==> src/rtl/dirty_scan_pkg.sv <==
package dirty_scan_pkg;

    // One 8-bit page at the fixed pitch holds 2**PAGE_LINE_LOG2 scanlines.
    localparam int PAGE_LINE_LOG2 = 2;
    localparam int LINES_PER_PAGE = 1 << PAGE_LINE_LOG2;

    typedef enum logic [2:0] {
        S_IDLE,
        S_SCAN,
        S_EMIT,
        S_CLEAR,
        S_DONE
    } scan_state_t;

endpackage

==> src/rtl/dirty_scan_merge.sv <==
module dirty_scan_merge (
    input  logic mode24,
    input  logic d8,
    input  logic d24,
    input  logic dc,
    output logic dirty
);
    // The larger planes count only when the scan was started in 24-bit mode.
    always_comb begin
        dirty = d8 | (mode24 & (d24 | dc));
    end
endmodule

==> src/rtl/dirty_scan_span.sv <==
module dirty_scan_span #(
    parameter int PAGE_W = 9
) (
    input  logic              clk,
    input  logic              rst,
    input  logic              clear,
    input  logic              hit,
    input  logic [PAGE_W-1:0] page,
    output logic              any,
    output logic [PAGE_W-1:0] lo,
    output logic [PAGE_W-1:0] hi
);
    always_ff @(posedge clk) begin
        if (rst || clear) begin
            any <= 1'b0;
            lo  <= '0;
            hi  <= '0;
        end else if (hit) begin
            any <= 1'b1;
            if (!any || page < lo) lo <= page;
            if (!any || page > hi) hi <= page;
        end
    end
endmodule

==> src/rtl/dirty_scan.sv <==
module dirty_scan
    import dirty_scan_pkg::*;
#(
    parameter int LINE_W = 11
) (
    input  logic                                clk,
    input  logic                                rst,
    input  logic                                start,
    input  logic                                mode24_in,
    input  logic [LINE_W-1:0]                   height_in,
    output logic                                q_valid,
    output logic [LINE_W-PAGE_LINE_LOG2-1:0]    q_page,
    input  logic                                dirty8,
    input  logic                                dirty24,
    input  logic                                dirtyc,
    output logic                                upd_valid,
    input  logic                                upd_ready,
    output logic [LINE_W-1:0]                   upd_line,
    output logic [LINE_W:0]                     upd_lines,
    output logic                                clr_valid,
    output logic [LINE_W-PAGE_LINE_LOG2-1:0]    clr_lo,
    output logic [LINE_W-PAGE_LINE_LOG2-1:0]    clr_hi,
    output logic                                clr_mode24,
    output logic                                done
);
    localparam int PAGE_W = LINE_W - PAGE_LINE_LOG2;
    localparam int STEP_W = PAGE_W + 1;
    localparam int CNT_W  = LINE_W + 1;

    scan_state_t        state;
    logic [STEP_W-1:0]  step;
    logic [PAGE_W-1:0]  run_start;
    logic               run_open;
    logic               mode_q;
    logic [LINE_W-1:0]  height_q;
    logic [LINE_W-1:0]  upd_line_q;
    logic [CNT_W-1:0]   upd_cnt_q;

    logic [CNT_W-1:0]   h_round;
    logic [STEP_W-1:0]  nsteps;
    logic [STEP_W-1:0]  run_len;
    logic               step_live;
    logic               step_dirty;
    logic               span_any;
    logic               begin_scan;

    // Pages needed to cover the height, rounded up to whole pages.
    assign h_round    = CNT_W'(height_q) + CNT_W'(LINES_PER_PAGE - 1);
    assign nsteps     = STEP_W'(h_round >> PAGE_LINE_LOG2);
    assign step_live  = (state == S_SCAN) && (step < nsteps);
    assign run_len    = step - {1'b0, run_start};
    assign begin_scan = (state == S_IDLE) && start;

    dirty_scan_merge u_merge (
        .mode24 (mode_q),
        .d8     (dirty8),
        .d24    (dirty24),
        .dc     (dirtyc),
        .dirty  (step_dirty)
    );

    dirty_scan_span #(.PAGE_W(PAGE_W)) u_span (
        .clk   (clk),
        .rst   (rst),
        .clear (begin_scan),
        .hit   (step_live && step_dirty),
        .page  (step[PAGE_W-1:0]),
        .any   (span_any),
        .lo    (clr_lo),
        .hi    (clr_hi)
    );

    always_ff @(posedge clk) begin
        if (rst) begin
            state      <= S_IDLE;
            step       <= '0;
            run_start  <= '0;
            run_open   <= 1'b0;
            mode_q     <= 1'b0;
            height_q   <= '0;
            upd_line_q <= '0;
            upd_cnt_q  <= '0;
        end else begin
            case (state)
                S_IDLE: begin
                    if (start) begin
                        state    <= S_SCAN;
                        step     <= '0;
                        run_open <= 1'b0;
                        mode_q   <= mode24_in;
                        height_q <= height_in;
                    end
                end
                S_SCAN: begin
                    if (step_live) begin
                        step <= step + 1'b1;
                        if (step_dirty && !run_open) begin
                            run_open  <= 1'b1;
                            run_start <= step[PAGE_W-1:0];
                        end else if (!step_dirty && run_open) begin
                            run_open   <= 1'b0;
                            upd_line_q <= {run_start, {PAGE_LINE_LOG2{1'b0}}};
                            upd_cnt_q  <= CNT_W'({run_len, {PAGE_LINE_LOG2{1'b0}}});
                            state      <= S_EMIT;
                        end
                    end else if (run_open) begin
                        // Flush the run that reached the bottom of the screen.
                        run_open   <= 1'b0;
                        upd_line_q <= {run_start, {PAGE_LINE_LOG2{1'b0}}};
                        upd_cnt_q  <= CNT_W'({run_len, {PAGE_LINE_LOG2{1'b0}}});
                        state      <= S_EMIT;
                    end else begin
                        state <= span_any ? S_CLEAR : S_DONE;
                    end
                end
                S_EMIT: begin
                    if (upd_ready) state <= S_SCAN;
                end
                S_CLEAR: state <= S_DONE;
                S_DONE:  state <= S_IDLE;
                default: state <= S_IDLE;
            endcase
        end
    end

    assign q_valid    = step_live;
    assign q_page     = step[PAGE_W-1:0];
    assign upd_valid  = (state == S_EMIT);
    assign upd_line   = upd_line_q;
    assign upd_lines  = upd_cnt_q;
    assign clr_valid  = (state == S_CLEAR);
    assign clr_mode24 = mode_q;
    assign done       = (state == S_DONE);

endmodule

==> config.mk <==
export PLATFORM = sky130hd
export DESIGN_NAME = dirty_scan
export DESIGN_NICKNAME = d
export VERILOG_FILES = /design/src/rtl/dirty_scan_pkg.sv /design/src/rtl/dirty_scan_merge.sv /design/src/rtl/dirty_scan_span.sv /design/src/rtl/dirty_scan.sv
export SDC_FILE = /design/constraint.sdc
export NUM_CORES = 1
export LEC_CHECK = 0
export BUFFER_PORTS_ARGS = -buffer_cell sky130_fd_sc_hd__buf_2
export CORE_UTILIZATION = 55
export CTS_CLUSTER_DIAMETER = 60
export DETAILED_ROUTE_END_ITERATION = 6
export GPL_ROUTABILITY_DRIVEN = 0
export PLACE_DENSITY = 0.91
export SKIP_CTS_REPAIR_TIMING = 1
export SLEW_MARGIN = 10
export SYNTH_ARGS = -nofsm -noshare
export SYNTH_HDL_FRONTEND = slang
export SYNTH_SLANG_ARGS = --single-unit
==> constraint.sdc <==
create_clock -name clk -period 5.2 [get_ports clk]
set_input_delay 0.52 -clock clk [delete_from_list [all_inputs] [get_ports clk]]
set_output_delay 0.52 -clock clk [all_outputs]
set_load 0.02 [all_outputs]
# Word level (Yosys, flattened, before mapping)
# Cells that the tools add are included.
[word_totals]
regBits = 77
inputBits = 19
out_inout_bits = 55
word_cells = 78
[op_classes]
n_addsub = 3
magnitude_cmp = 3
n_eq_ne = 12
muxes = 24
bitwise = 3
n_reduce_logical = 22
[op_table]
columns = ["operator", "count"]
rows = [
  ["$mux 12", 4],
  ["$mux 11", 4],
  ["$mux 3", 7],
  ["$mux 10", 2],
  ["$pmux 10 s2", 1],
  ["$add 11x2->12 const B", 1],
  ["$pmux 3 s4", 1],
  ["$add 10x1->10 const B", 1],
  ["$lt 10x10->1", 1],
  ["$sub 10x9->10", 1],
  ["$gt 9x9->1", 1],
  ["$lt 9x9->1", 1],
  ["$reduce_and 3->1", 3],
  ["$reduce_and 4->1", 2],
  ["$eq 3x2->1 const B", 2],
  ["$ne 2x2->1 const B", 3],
  ["$reduce_and 2->1", 3],
  ["$logic_and 1x1->1", 5],
  ["$mux 1", 4],
  ["$ne 2x1->1 const B", 2],
  ["$ne 4x2->1 const B", 1],
  ["$reduce_bool 2->1", 2],
  ["$eq 3x1->1 const B", 1],
  ["$eq 3x3->1 const B", 1],
  ["other kinds (8)", 13],
]

# Depth between registers and ports, before layout
[logic_depth]
ltp_word = 9
mapped_depth = 15
depth_no_buf = 13

# Hierarchy
# Synthesis repeated with hierarchy kept, for this count alone.
[unflattened]
cells_unflattened = 514
area_unflattened_um2 = 4331.7
[by_module_without_submodules]
columns = ["mod", "instances", "cells_each", "area_each_um2", "seq_area_each_um2"]
rows = [
  ["dirty_scan", 1, 380, 3163.0, 1081.0],
  ["dirty_scan_span", 1, 132, 1157.4, 380.4],
  ["dirty_scan_merge", 1, 2, 11.3, 0.0],
]

# Least setup slack after synthesis
# OpenSTA, ideal clock, no wires.
[synth_timing]
path_kind = "register to output"
start = "register height_q[0]"
end = "output q_valid"
t_arrival_ns = 2.706
t_required_ns = 4.680
setup_slack_ns = 1.974
path_stages_with_launch = 15
path_buffers = 2
path_cell_list = "dfxtp_1 > o21a_1 > nand3_1 > nor2_1 > and3_1 > nand2_1 > xor2_1 > ha_1 > a21o_1 > a21o_1 > a21oi_4 > nand3_1 > buf_4 > buf_6 > inv_1"
[synth_between]
elab_chain_cells = 3
[synth_rtl]
columns = ["item", "line", "rtl"]
rows = [
  ["from (decl)", "dirty_scan.sv:35", "logic [LINE_W-1:0] height_q;"],
  ["from (signal assigned)", "dirty_scan.sv:91", "height_q <= height_in;"],
  ["$add 11x2->12", "dirty_scan.sv:48", "assign h_round = CNT_W'(height_q) + CNT_W'(LINES_PER_PAGE - 1);"],
  ["$lt 10x10->1", "dirty_scan.sv:50", "assign step_live = (state == S_SCAN) && (step < nsteps);"],
  ["$logic_and 1x1->1", "dirty_scan.sv:50", ""],
  ["to (decl)", "dirty_scan.sv:11", "output logic q_valid,"],
]
# Every way passes these cells.

# Worst setup path in the final report
# Ends and elaborated chain as after synthesis.

==> results.toml <==
[outcome]
status = "finished, final reports clean"

[pwr]
ir_drop_uv = 279
p_per_area_nw_per_um2 = 348
cellLeakagePower_nw = 2.13

[timing]
setup_viol = 0
fmax_mhz = 239
fin_hold_ws_ns = 0.394
skew_ns = 0.0117
setup_tns_ns = 0
tightest_slew_ns = 0.853
fin_crit_sh_pct = 80.6
layout_min_cycle_time_ns = 4.19
final_max_slew_viol_count = 0
rsz0062_at_grt = "no"
finalHoldViolations = 0
relSlewSlack_pct = 43.2

[clock_tree]
clk_pin_slew_ns = 0.08
htree_levels = 3
clockRootBuffer = "clkbuf_8"
numCtsBuffers = 9
tritoncts = "built"
cts.path.max_buffers = 2
cts.sinks = 73
clk_latency_ns = 0.36

[place]
place_hpwl_um = 7240
port_buffers = 69

[floorplan]
dieArea_um2 = 8130
row_count = 31
start_util_pct = 58.0
boundaryPins = 74
die_y_um = 90.2
fp.dieW_um = 90.2
coreArea_um2 = 7370

[drt]
vias = 3881
dr.pass1.iters = 6
met2WireLength_um = 5130
met3_wirelength_um = 799
maxUsedRoutingLayer = "met4"
wirelength_um = 10500
drt_iter0_markers = 315
drc = 0
ant_nets = 0
viasPerCell = 5.90
wl_per_cell_um = 15.9
wl_met1_um = 4270

[synth]
netlist_area_um2 = 4270
ys_seq_area_share_pct = 34.2
synth-edff-count = 0
synth_cells = 503
yosysUniqueCellTypes = 56
syn_area_per_cell_um2 = 8.50
yosys_warnings = 0
async_flop_share_pct = 0
yosys_register_bits = 73
synthFlopType = "dfxtp_1"

[final_layout]
nNetsFinal = 612
diodes = 0
drive_gt1_share_pct = 18.1
fin_util_pct = 65.2
layout_common_cells = "73 x dfxtp_1, 69 x nand2_1, 69 x buf_2"
layout_commonest_cell = "dfxtp_1"
multi_input_area_um2 = 2470
nFillCells = 587
area_growth_pct = 12.5
layout.area.seq_um2 = 1460

[critical_path]
worstSetupEndpoint = "q_valid"
r2r_cells = 13
path_cells = "o21a_1, nand3_1, nor2_1, and3_1, nand2_1, xor2_1, ha_1, a21o_1, a21o_1, a21oi_4, nand3_1, inv_1, buf_2"
end_kind = "primary output"
worstSetupStartpoint = "height_q[0]"
critical_path.slowest_cell = "nand3_1"
required_ns = 4.68
critical_path.reg2reg.endpoint = "step[5]"
path_max_fanout = 21
startpoint_type = "register"
reg2reg_from = "height_q[0]"
max_stage_delay_ns = 0.59
rrSetupSlack_ns = 1.29
critPathKind = "register to primary output"
arrival_ns = 3.67

[global_routing]
grt_usage_pct = 26.5
antenna_found_initial = 0
grt_first_pass_wirelength_um = 17500
grt_pass1_vias = 3774
grt_max_degree = 48
grt_remaining_overflow = 0

[job]
drv_cap = 0

[worst_hold_path]
hold_path.class = "primary input to register"
-- synth_stat cells (all sizes together), types with 2 or more instances --
library cell  count  area share, %
dfxtp            73             34
nand2            69            6.1
a21oi            44            5.7
ha               38             11
inv              35            3.1
mux2i            31            7.3
nand3            28            3.3
buf              25            4.5
nor2             24            2.2
o21ai            24            3.1
xnor2            10            2.0
clkbuf            9           0.79
a21o              8            1.4
nand4             8            1.3
nor3              8            1.1
or3               7            1.0
a31oi             5           0.73
xor2              5            1.0
a31o              4           0.82
and4              4           0.88
o21a              4           0.70
a211oi            3           0.53
nand2b            3           0.44
nand3b            3           0.53
nor2b             3           0.44
o31ai             3           0.53
or4               3           0.53
a2111oi           2           0.41
nor4              2           0.29
o21bai            2           0.35
-- through the flow --
step | setup slack [ns] | instances | power, mW | cell area, um2
2_1_floorplan | 1.97 | 506 | 1.01 | 4290
3_3_place_gp | 1.62 | 642 | 1.07 | 4540
3_5_place_dp | 1.37 | 642 | 1.09 | 4540
4_1_cts | 1.03 | 658 | 1.67 | 4810
5_1_grt | 0.653 | 658 | 1.75 | 4810
6_report | 1.01 | 658 | 1.68 | 4810
-- layout make-up --
cell class                      count  area share (%)
Multi-Input combinational cell    364            51.3
Clock inverter                      7            2.94
Sequential cell                    73            30.4
Inverter                           35            2.73
Timing Repair Buffer               71            7.49
Tap cell                           99            2.58
Clock buffer                        9            2.58
-- where the power goes --
part / switching [mW] / internal [mW]
logic: 0.276 / 0.160
clock network: 0.224 / 0.368
registers: 0.0510 / 0.596
total: 0.551 / 1.12
-- state kept, by name, summed over array words and instances (netlist names) --
name        flops
clr_mode24      1
height_q       11
run_open        1
run_start       9
state           3
step           10
u_span.any      1
u_span.hi       9
u_span.lo       9
upd_line        9
upd_lines      10
-- cells by family (layout without fill, tap and decap cells) --
| kind of cell | count (synthesis) | in the layout | share of synthesized area (%) |
|---|---|---|---|
| and+or+nand+nor | 166 | 166 | 18.7 |
| AOI/OAI and AO/OA | 109 | 109 | 16.7 |
| DFF | 73 | 73 | 34.2 |
| buffers and inverters | 69 | 122 | 8.37 |
| adders and majority gates | 39 | 39 | 11.6 |
| muxes | 31 | 31 | 7.26 |
| xor gates and xnor gates | 15 | 15 | 3.07 |
| other | 1 | 4 | 0.0877 |
-- critical path, delay by kind of cell (launching register included) --
family,cells,cell delay [ns]
fa+ha+maj,1,0.30
flops,1,0.37
xor+xnor,1,0.15
compound gates,4,0.87
buf+inv,2,0.34
simple gates,5,1.26
-- how the worst min path moves through the flow --
stage	startpoint	endpoint	slack, ns	cells past startpoint
finish	height_in[3]	height_q[3]	0.39	3
global route	height_in[9]	height_q[9]	0.41	3
floorplan	height_q[5]	height_q[5]	0.44	2
detailed placement	upd_lines[6]	upd_lines[6]	0.45	2
CTS	height_in[3]	height_q[3]	0.39	3
global placement	height_q[5]	height_q[5]	0.44	2
-- layer usage --
metal	vias up	track usage, %
li1	1855	-
met1	1808	31.2
met4	0	12.2
met5	-	0
met3	38	6.01
met2	180	45.7
(Power assumes the default switching activity.)
